**config.mk**
```make
export PLATFORM = sky130hd
export DESIGN_NAME = cmd_frame_parser
export DESIGN_NICKNAME = d
export VERILOG_FILES = /design/src/rtl/cfp_pkg.sv /design/src/rtl/cfp_cmd_decode.sv /design/src/rtl/cfp_word_pack.sv /design/src/rtl/cmd_frame_parser.sv
export SDC_FILE = /design/constraint.sdc
export NUM_CORES = 1
export LEC_CHECK = 0
export BUFFER_PORTS_ARGS = -buffer_cell sky130_fd_sc_hd__buf_2
export CAP_MARGIN = 25
export CORE_MARGIN = 2
export CORE_UTILIZATION = 31
export DETAILED_ROUTE_END_ITERATION = 10
export GPL_TIMING_DRIVEN = 0
export PLACE_DENSITY = 0.58
export SETUP_SLACK_MARGIN = 0.15
export SYNTH_ARGS = -nofsm -noshare
export SYNTH_HDL_FRONTEND = slang
export SYNTH_SLANG_ARGS = --single-unit
export TNS_END_PERCENT = 30
```
**constraint.sdc**
```tcl
create_clock -name clk -period 4.07 [get_ports clk]
set_clock_uncertainty 0.1 [all_clocks]
set_input_delay 0.6105 -clock clk [delete_from_list [all_inputs] [get_ports clk]]
set_output_delay 0.6105 -clock clk [all_outputs]
set_load 0.02 [all_outputs]
```
**src/rtl/cfp_pkg.sv**
```systemverilog
package cfp_pkg;

  typedef enum logic [4:0] {
    TGT_NONE      = 5'd0,
    TGT_PREP_COEF = 5'd1,
    TGT_PREP_OFS  = 5'd2,
    TGT_COEF_RUN  = 5'd3,
    TGT_OFS_RUN   = 5'd4,
    TGT_PROG_LOAD = 5'd5,
    TGT_COEF_LOAD = 5'd6,
    TGT_OFS_LOAD  = 5'd7,
    TGT_CTRL_REG  = 5'd8,
    TGT_PWR_REG   = 5'd9,
    TGT_DEV_ID    = 5'd10,
    TGT_ERR_STAT  = 5'd11,
    TGT_CRC       = 5'd12,
    TGT_SPECIAL   = 5'd13,
    TGT_MON1      = 5'd14,
    TGT_MON2      = 5'd15,
    TGT_MON3      = 5'd16,
    TGT_MON4      = 5'd17
  } tgt_e;

  typedef enum logic [2:0] {
    ST_CMD,
    ST_ADDR_HI,
    ST_ADDR_LO,
    ST_DATA,
    ST_HOLD,
    ST_DROP
  } st_e;

  typedef struct packed {
    tgt_e       tgt;
    logic       bad;
    logic       needs_addr;
    logic       is_ram;
    logic       is_rd;
    logic [3:0] index;
  } dec_t;

endpackage

```
**src/rtl/cfp_cmd_decode.sv**
```systemverilog
module cfp_cmd_decode
  import cfp_pkg::*;
#(
  parameter int N_CTRL_REGS = 9,
  parameter int N_PWR_REGS  = 2
) (
  input  logic [7:0] cmd,
  output dec_t       dec
);

  localparam logic [4:0] CTRL_LIM = 5'(N_CTRL_REGS);
  localparam logic [4:0] PWR_LIM  = 5'(N_PWR_REGS);

  logic [2:0] area;
  logic [3:0] sub;
  logic       can_rd;
  logic       can_wr;
  tgt_e       t;

  assign area = cmd[6:4];
  assign sub  = cmd[3:0];

  always_comb begin
    t = TGT_NONE;
    unique case (area)
      3'd0: t = TGT_PREP_COEF;
      3'd1: t = TGT_PREP_OFS;
      3'd2: begin
        case (sub)
          4'b0100: t = TGT_COEF_RUN;
          4'b0010: t = TGT_OFS_RUN;
          4'b1000: t = TGT_PROG_LOAD;
          default: t = TGT_NONE;
        endcase
      end
      3'd3: begin
        case (sub)
          4'b0100: t = TGT_COEF_LOAD;
          4'b0010: t = TGT_OFS_LOAD;
          default: t = TGT_NONE;
        endcase
      end
      3'd4: t = ({1'b0, sub} < CTRL_LIM) ? TGT_CTRL_REG : TGT_NONE;
      3'd5: t = ({1'b0, sub} < PWR_LIM)  ? TGT_PWR_REG  : TGT_NONE;
      3'd6: t = (sub == 4'b0000) ? TGT_DEV_ID : TGT_NONE;
      default: begin
        case (sub)
          4'b0000: t = TGT_ERR_STAT;
          4'b0010: t = TGT_CRC;
          4'b0100: t = TGT_SPECIAL;
          4'b0110: t = TGT_MON1;
          4'b1000: t = TGT_MON2;
          4'b1010: t = TGT_MON3;
          4'b1100: t = TGT_MON4;
          default: t = TGT_NONE;
        endcase
      end
    endcase
  end

  always_comb begin
    can_rd = 1'b0;
    can_wr = 1'b0;
    case (t)
      TGT_PREP_COEF, TGT_PREP_OFS, TGT_COEF_RUN, TGT_OFS_RUN,
      TGT_PROG_LOAD, TGT_COEF_LOAD, TGT_OFS_LOAD, TGT_SPECIAL: can_wr = 1'b1;
      TGT_DEV_ID, TGT_ERR_STAT, TGT_MON1, TGT_MON2, TGT_MON3, TGT_MON4: can_rd = 1'b1;
      TGT_CTRL_REG, TGT_PWR_REG, TGT_CRC: begin
        can_rd = 1'b1;
        can_wr = 1'b1;
      end
      default: begin
        can_rd = 1'b0;
        can_wr = 1'b0;
      end
    endcase
  end

  always_comb begin
    dec            = '0;
    dec.tgt        = t;
    dec.is_rd      = ~cmd[7];
    dec.is_ram     = ~area[2];
    dec.needs_addr = ~area[2];
    dec.index      = (t == TGT_CTRL_REG || t == TGT_PWR_REG) ? sub : 4'd0;
    dec.bad        = (t == TGT_NONE) || (cmd[7] ? ~can_wr : ~can_rd);
  end

endmodule

```
**src/rtl/cfp_word_pack.sv**
```systemverilog
module cfp_word_pack #(
  parameter int WORD_BYTES = 3
) (
  input  logic                    clk,
  input  logic                    rst,
  input  logic                    clr,
  input  logic                    push,
  input  logic                    multi,
  input  logic [7:0]              byte_in,
  output logic                    done,
  output logic [WORD_BYTES*8-1:0] word
);

  localparam int W     = WORD_BYTES * 8;
  localparam int CNT_W = $clog2(WORD_BYTES + 1);
  localparam logic [CNT_W-1:0] LAST = CNT_W'(WORD_BYTES - 1);

  logic [W-9:0]     hold_q;
  logic [CNT_W-1:0] cnt_q;
  logic [W-1:0]     word_full;

  assign word_full = {hold_q, byte_in};
  assign done      = push && (!multi || cnt_q == LAST);
  assign word      = multi ? word_full : W'(byte_in);

  always_ff @(posedge clk) begin
    if (rst || clr) begin
      cnt_q  <= '0;
      hold_q <= '0;
    end else if (push) begin
      cnt_q  <= done ? '0 : cnt_q + 1'b1;
      hold_q <= word_full[W-9:0];
    end
  end

  p_cnt_bound_r5: assert property (@(posedge clk) disable iff (rst)
    cnt_q <= LAST);

  p_single_no_count_r6: assert property (@(posedge clk) disable iff (rst)
    (push && !multi) |=> cnt_q == '0);

endmodule

```
**src/rtl/cmd_frame_parser.sv**
```systemverilog
module cmd_frame_parser
  import cfp_pkg::*;
#(
  parameter int WORD_BYTES  = 3,
  parameter int N_CTRL_REGS = 9,
  parameter int N_PWR_REGS  = 2
) (
  input  logic                    clk,
  input  logic                    rst,
  input  logic                    frame_act,
  input  logic                    byte_vld,
  input  logic [7:0]              byte_data,
  output logic [4:0]              tgt,
  output logic [15:0]             acc_addr,
  output logic                    wr_stb,
  output logic [WORD_BYTES*8-1:0] wr_data,
  output logic                    rd_req,
  output logic                    err
);

  localparam int W = WORD_BYTES * 8;

  st_e         st_q;
  tgt_e        tgt_q;
  logic        ram_q;
  logic [15:0] ptr_q;
  logic [15:0] acc_q;
  logic        wr_stb_q;
  logic [W-1:0] wr_data_q;
  logic        rd_q;
  logic        err_q;

  dec_t        dec;
  logic        pk_clr;
  logic        pk_push;
  logic        pk_done;
  logic [W-1:0] pk_word;

  cfp_cmd_decode #(
    .N_CTRL_REGS(N_CTRL_REGS),
    .N_PWR_REGS (N_PWR_REGS)
  ) u_dec (
    .cmd(byte_data),
    .dec(dec)
  );

  assign pk_clr  = !frame_act || (st_q != ST_DATA);
  assign pk_push = frame_act && byte_vld && (st_q == ST_DATA);

  cfp_word_pack #(.WORD_BYTES(WORD_BYTES)) u_pack (
    .clk    (clk),
    .rst    (rst),
    .clr    (pk_clr),
    .push   (pk_push),
    .multi  (ram_q),
    .byte_in(byte_data),
    .done   (pk_done),
    .word   (pk_word)
  );

  always_ff @(posedge clk) begin
    if (rst) begin
      st_q      <= ST_CMD;
      tgt_q     <= TGT_NONE;
      ram_q     <= 1'b0;
      ptr_q     <= '0;
      acc_q     <= '0;
      wr_stb_q  <= 1'b0;
      wr_data_q <= '0;
      rd_q      <= 1'b0;
      err_q     <= 1'b0;
    end else begin
      wr_stb_q <= 1'b0;
      rd_q     <= 1'b0;
      err_q    <= 1'b0;
      if (!frame_act) begin
        st_q  <= ST_CMD;
        tgt_q <= TGT_NONE;
        ram_q <= 1'b0;
        if (st_q == ST_ADDR_HI || st_q == ST_ADDR_LO) err_q <= 1'b1;
      end else if (byte_vld) begin
        unique case (st_q)
          ST_CMD: begin
            if (dec.bad) begin
              err_q <= 1'b1;
              tgt_q <= TGT_NONE;
              st_q  <= ST_DROP;
            end else begin
              tgt_q <= dec.tgt;
              ram_q <= dec.is_ram;
              if (dec.needs_addr) begin
                st_q <= ST_ADDR_HI;
              end else if (dec.is_rd) begin
                rd_q  <= 1'b1;
                acc_q <= {12'd0, dec.index};
                st_q  <= ST_HOLD;
              end else begin
                ptr_q <= {12'd0, dec.index};
                st_q  <= ST_DATA;
              end
            end
          end
          ST_ADDR_HI: begin
            ptr_q[15:8] <= byte_data;
            st_q        <= ST_ADDR_LO;
          end
          ST_ADDR_LO: begin
            ptr_q[7:0] <= byte_data;
            st_q       <= ST_DATA;
          end
          ST_DATA: begin
            if (pk_done) begin
              wr_stb_q  <= 1'b1;
              wr_data_q <= pk_word;
              acc_q     <= ptr_q;
              if (ram_q) ptr_q <= ptr_q + 16'd1;
            end
          end
          default: st_q <= st_q;
        endcase
      end
    end
  end

  assign tgt      = tgt_q;
  assign acc_addr = acc_q;
  assign wr_stb   = wr_stb_q;
  assign wr_data  = wr_data_q;
  assign rd_req   = rd_q;
  assign err      = err_q;

  p_pulses_excl_r10: assert property (@(posedge clk) disable iff (rst)
    $onehot0({wr_stb_q, rd_q, err_q}));

  p_idle_no_tgt_r10: assert property (@(posedge clk) disable iff (rst)
    !frame_act |=> tgt_q == TGT_NONE);

  p_ram_step_r5: assert property (@(posedge clk) disable iff (rst)
    (wr_stb_q && ram_q) |-> ptr_q == acc_q + 16'd1);

  p_reg_hold_r6: assert property (@(posedge clk) disable iff (rst)
    (wr_stb_q && !ram_q) |-> ptr_q == acc_q);

  p_rd_has_tgt_r7: assert property (@(posedge clk) disable iff (rst)
    rd_q |-> (tgt_q != TGT_NONE && st_q == ST_HOLD));

  p_err_drops_r8: assert property (@(posedge clk) disable iff (rst)
    (err_q && frame_act) |-> (st_q == ST_DROP && tgt_q == TGT_NONE));

  p_drop_silent_r8: assert property (@(posedge clk) disable iff (rst)
    (st_q == ST_DROP && frame_act) |=> !wr_stb_q && !rd_q);

endmodule

```
# After elaboration in Yosys (flattened, before gate mapping)
# Index checks and enable logic that the tools add are counted.
# word_totals
register_bits	86
inputBits	12
word_cells	132
out_inout_bits	48
# op_classes
n_mux	37
add_sub_neg	2
bitwise	8
order_cmp	2
n_eq_ne	40
n_reduce_logical	31
# ops
op	count
16-bit two-way mux	9
5-bit one-hot mux with 7 select lines	2
8-bit one-hot mux with 3 select lines	2
5-bit by 4-bit == test with 1-bit output, second input constant	8
16-bit one-hot mux with 2 select lines	1
24-bit two-way mux	1
5-bit by 3-bit == test with 1-bit output, second input constant	4
3-bit one-hot mux with 3 select lines	2
16-bit by 1-bit adder with 16-bit output, second input constant	1
4-bit two-way mux	4
8-bit AND reduction	2
3-bit by 2-bit == test with 1-bit output, second input constant	4
4-bit == test, second input constant	3
11-bit OR reduction	1
5-bit by 2-bit == test with 1-bit output, second input constant	2
5-bit == test, second input constant	2
1-bit two-way mux	10
2-bit inequality test, second input constant	5
3-bit == test, second input constant	3
3-bit two-way mux	3
3-bit nonzero test	3
9-bit OR reduction	1
4-bit by 3-bit == test with 1-bit output, second input constant	2
1-bit NOT	8
26 further kinds	37

# Logic depth before layout (Yosys ltp)
# depth
ltp_word	13
mapped_depth	9
ltp_nobuf	8

# By module
# A second synthesis with hierarchy kept.
# unflattened
cells_unflattened	556
area_unflattened_um2	4455.5
# modules_own_cells
mod	n_inst	seq_area_each_um2	cells_per_inst	area_per_inst_um2
cmd_frame_parser	1	1361.3	384	3035.4
cfp_word_pack	1	360.3	90	880.8
cfp_cmd_decode	1	0.0	82	539.3

# Worst setup path before layout
# No wires, ideal clock.
# synth_timing
kind	input to register
from	input byte_data[0]
to	register ptr_q[5]
setup_slack_ns	1.111
path_buffers	1
stages	8
setup_time_ns	0.132
arrival_time_ns	2.727
required_ns	3.838
cell_sequence	or4b_1 > or3_1 > a311o_1 > a311oi_2 > o31ai_2 > buf_6 > a221oi_1 > nor3_1
# synth_via
elab_chain_cells	11
elab_cells_between_ends	44
cone_classes	order compare (2); eq/ne (24); mux (10); bitwise (2); reduce/logical (6)
# synth_lines
item	line_no	text
start: declaration	cmd_frame_parser.sv:12	input logic [7:0] byte_data,
4-bit by 2-bit < comparator with 1-bit output (tied with other cells)	cfp_cmd_decode.sv:44	3'd5: t = ({1'b0, sub} < PWR_LIM) ? TGT_PWR_REG : TGT_NONE;
4-bit two-way mux (tied with other cells)	cfp_cmd_decode.sv:44	
5-bit one-hot mux with 7 select lines (*)	cfp_cmd_decode.sv:25	unique case (area)
5-bit by 1-bit == test with 1-bit output (tied with other cells)	cfp_cmd_decode.sv:64	case (t)
11-bit OR reduction (no line) / 9-bit OR reduction (equally long branches)	--	
1-bit two-way mux	cfp_cmd_decode.sv:64	
1-bit NOT	cfp_cmd_decode.sv:86	dec.bad = (t == TGT_NONE) || (cmd[7] ? ~can_wr : ~can_rd);
1-bit two-way mux	cfp_cmd_decode.sv:86	
1-bit logical OR (*)	cfp_cmd_decode.sv:86	
2-bit inequality test (no line) (*)	--	
8-bit AND reduction (no line) (*)	--	
end signal: assignment	cmd_frame_parser.sv:98	ptr_q <= {12'd0, dec.index};
end signal: assignment	cmd_frame_parser.sv:108	ptr_q[7:0] <= byte_data;
end signal: assignment	cmd_frame_parser.sv:116	if (ram_q) ptr_q <= ptr_q + 16'd1;
end: declaration	cmd_frame_parser.sv:26	logic [15:0] ptr_q;
# Every way passes the cells marked *; elsewhere a longest branch is shown, timed or not.
# A chain may end at the register's enable or synchronous reset.

# Final worst setup path
# layout_timing
from	input byte_data[6]
to	register tgt_q[0], in the netlist tgt[0]
# layout_via
elab_chain_cells	9
elab_cells_between_ends	35
cone_classes	eq/ne (23); mux (5); bitwise (2); reduce/logical (5)
# layout_lines
item	line_no	text
3-bit == test (tied with other cells)	cfp_cmd_decode.sv:25	
5-bit one-hot mux with 7 select lines (*)	cfp_cmd_decode.sv:25	
5-bit by 1-bit == test with 1-bit output (tied with other cells)	cfp_cmd_decode.sv:64	
11-bit OR reduction (no line) / 9-bit OR reduction (equally long branches)	--	
1-bit two-way mux	cfp_cmd_decode.sv:64	
1-bit NOT	cfp_cmd_decode.sv:86	
1-bit two-way mux	cfp_cmd_decode.sv:86	
1-bit logical OR	cfp_cmd_decode.sv:86	
5-bit two-way mux (*)	cmd_frame_parser.sv:84	if (dec.bad) begin
end signal: assignment	cmd_frame_parser.sv:89	tgt_q <= dec.tgt;
end: declaration	cmd_frame_parser.sv:24	tgt_e tgt_q;
# Marks and branches as above.

==> metrics <==
Crit Path Max Fanout=10; Antenna Nets Post-Route=0; Ys Warns=0; Hold Vio Cnt, Final=0; Inserted Clock Buffers=9; Slew HR=0.366; largest net degree at the start of global routing=17; post-synthesis simple-gate area fraction=0.203; Pre-antenna DRT Iters=6; WL/cell=15.5 um; postcts setup bufs=0; Final Setup Violations=0; CP max stage delay=820 ps; syn_area_per_cell=8.47 sq um; core area=12500 sq um; CTS Buffer Depth=2; critical path endpoint category=register; post-cts sizing count=0; r2r startpoint=st_q[2]; reg2reg setup slack=810 ps; Total Routing Usage GR=0.173; Tmin final=3460 ps; die height=117 um; fin crit share=0.849; startpoint class of the critical path=primary input; maximum ir drop on the vdd rail=237 uV; fraction of registers with async set/reset=0; Netlist cell types=60; worst slew pin tran=941 ps; mux contribution to synthesized area=0.00254; Worst Path Arrival=3560 ps; crit path cell chain=buf_2 -> clkbuf_1 -> a2111oi_0 -> o32ai_1 -> nand3_1 -> o21ai_0 -> a21o_1 -> o21ai_0; number of global-route vias before repair=3614; compound-gate portion of the synthesized area=0.290; initial core utilization=0.315; Setup TNS Final=0 ps; main flop type after synthesis=dfxtp_1; CTS tree=yes; Comb pwr share=0.075; register bit total from synthesis=86; via count=3727; largest family of logic cells by synthesized area=compound AO/OA/AOI/OAI gates; RD Place Congestion=0.871; Finished Layout Cells=713; XOR/XNOR share of the synthesized area=0.0178; final wirelength=11000 um; Util after Layout=0.383; status=complete, no violations; Syn Std Cell Area=3940 sq um; die footprint=13600 sq um; internal power component=1.44 mW; Psw=0.466 mW; vias per cell=5.23; WHS Path Cells=2; Max Slew Vio Count=0; CP most frequent cell=o21ai_0; clock power share=0.478; CTS Sinks=86; initial antenna violation count=0; die width=117 um; worst min path class=register to register; std cell rows=41; Ports=60; HP Start=wr_data[0]; Synth Area in Adders=0.00635; share of cells above drive strength 1=0.176; placed cells=696; Register-to-Register Path Depth=8; critical path class=primary input to register; worst path required time=4180 ps; max_cap viols=0; Post-DP HPWL=7890 um; Clock transition at path regs=70 ps; number of synthesized flops with an enable pin=0; crit-path leading delay family=compound AO/OA/AOI/OAI gates; DRC violations left=0; CP max stage cell=o32ai_1; H-tree levels=3; Layout area overhead=21.6%; r2r endpoint=wr_data[20]; cts hold-fix bufs=0; synthesized instance count=465; Static Leak=1.80 nW; register area share after synthesis=0.437; first-pass GRT wire length=18200 um; IO Port Bufs=58; Min-Delay Endpoint=wr_data[0]; nets@finish=550; sw frac=0.245; ANT cells=0; Buf/Inv on CP=2; total grt overflow=0; register share of total power=0.448; Root Buffer=clkbuf_16; drt first-iter violations=241; Mapped Nets=479; FMAX=0.289 GHz; Clk Latency, worst-skew pair=350 ps; unrepaired setup endpoints after global routing=false; worst hold slack=355 ps; fill cell count=1361; power per cell area=397 nW/um^2
## placed cells by master, fill, tap and decap left out, types with 4 or more instances in the layout
cell type / count
and3_1: 5
nand3_1: 13
a22oi_1: 7
buf_2: 66
or3_1: 4
a22o_1: 28
o31ai_1: 4
clkbuf_16: 9
o21ai_1: 7
inv_1: 9
o21ai_0: 16
nor2b_1: 7
nor2_1: 28
clkbuf_1: 23
nor3_1: 13
dfxtp_1: 86
a21o_1: 7
a311oi_1: 5
nand2_1: 72
nand2b_1: 8
xor2_1: 5
a21oi_1: 48
## flip-flops by register name, indices dropped and copies added, names as in the netlist
register	flops
err	1
wr_stb	1
ram_q	1
wr_data	24
rd_req	1
st_q	3
tgt	5
u_pack.hold_q	16
u_pack.cnt_q	2
ptr_q	16
acc_addr	16
## layout make-up
cell class | instances | area [sq um] | area share
Buffer | 31 | 133 | 0.0277
Clock buffer | 9 | 225 | 0.0470
Clock inverter | 7 | 104 | 0.0217
Inverter | 10 | 37.5 | 0.00784
Multi-Input combinational cell | 338 | 2050 | 0.427
Sequential cell | 86 | 1720 | 0.360
Tap cell | 172 | 215 | 0.0449
Timing Repair Buffer | 60 | 305 | 0.0638
## cells in the mapped netlist, types with 3 or more instances
cell type / n / share of area
or3_1: 4 / 0.0064
a2111o_1: 3 / 0.0086
a211oi_1: 3 / 0.0057
a31oi_1: 3 / 0.0048
a22o_1: 28 / 0.062
buf_2: 7 / 0.0089
o21ai_1: 7 / 0.0089
nand2_1: 72 / 0.069
a221oi_1: 3 / 0.0067
nand3b_1: 3 / 0.0057
clkbuf_1: 23 / 0.022
xnor2_1: 3 / 0.0067
and3_1: 5 / 0.0079
or2_2: 3 / 0.0048
a21oi_1: 48 / 0.061
a32oi_1: 3 / 0.0067
nand3_1: 13 / 0.017
a21o_1: 7 / 0.013
a22oi_1: 7 / 0.013
nor3_1: 13 / 0.017
o31ai_1: 4 / 0.0076
nand2b_1: 8 / 0.013
nor2b_1: 7 / 0.011
nor2_1: 28 / 0.027
xor2_1: 5 / 0.011
inv_1: 9 / 0.0086
o21ai_0: 16 / 0.020
dfxtp_1: 86 / 0.44
a311oi_1: 5 / 0.011
## worst max-delay path by stage
stage | startpoint | end | slack, ps | cells past startpoint
6_report | byte_data[6] | tgt[0] | 610 | 8
5_1_grt | byte_data[6] | ptr_q[5] | 400 | 9
4_1_cts | byte_data[0] | ptr_q[6] | 650 | 9
3_5_place_dp | byte_data[3] | ptr_q[6] | 330 | 9
3_3_place_gp | byte_data[3] | ptr_q[6] | 380 | 9
2_1_floorplan | byte_data[0] | ptr_q[5] | 1110 | 8
## worst register-to-register path, stage by stage, from the launching register on
cell,delay [ps]
dfxtp_1,380
nand2b_1,260
nor2_1,540
nand3_1,430
nor2_1,450
and2_1,190
clkbuf_1,280
clkbuf_1,380
a22o_1,190
## cells by family after synthesis
| logic type | after synthesis |
|---|---|
| xor gates and xnor gates | 8 |
| and+or+nand+nor | 169 |
| DFF | 86 |
| adders and majority gates | 2 |
| muxes | 1 |
| AOI/OAI and AO/OA | 158 |
| buffers and inverters | 41 |
## layer usage
layer  wire, um  up-vias  GRT usage
met2       5290      108      0.287
met5          0        -          0
met3        544       20     0.0389
met1       4920     1755      0.210
li1           -     1844          -
met4        274        0     0.0871
## power by group through the flow
stage / clock, mW / sequential, mW / combinational [mW]
final: 0.909 / 0.852 / 0.142
after global routing: 0.972 / 0.852 / 0.156
after CTS: 0.934 / 0.851 / 0.140
after detailed placement: 0 / 0.871 / 0.139
after global placement: 0 / 0.871 / 0.137
after floorplan: 0 / 0.871 / 0.0926
## per-stage QoR
stage	setup WS, ps	power (mW)	area [sq um]
2_1_floorplan	1110	0.964	3940
3_3_place_gp	377	1.01	4440
3_5_place_dp	331	1.01	4450
4_1_cts	650	1.93	4780
5_1_grt	404	1.98	4790
6_report	615	1.90	4790
No activity file was read; power rests on OpenSTA's default activity.
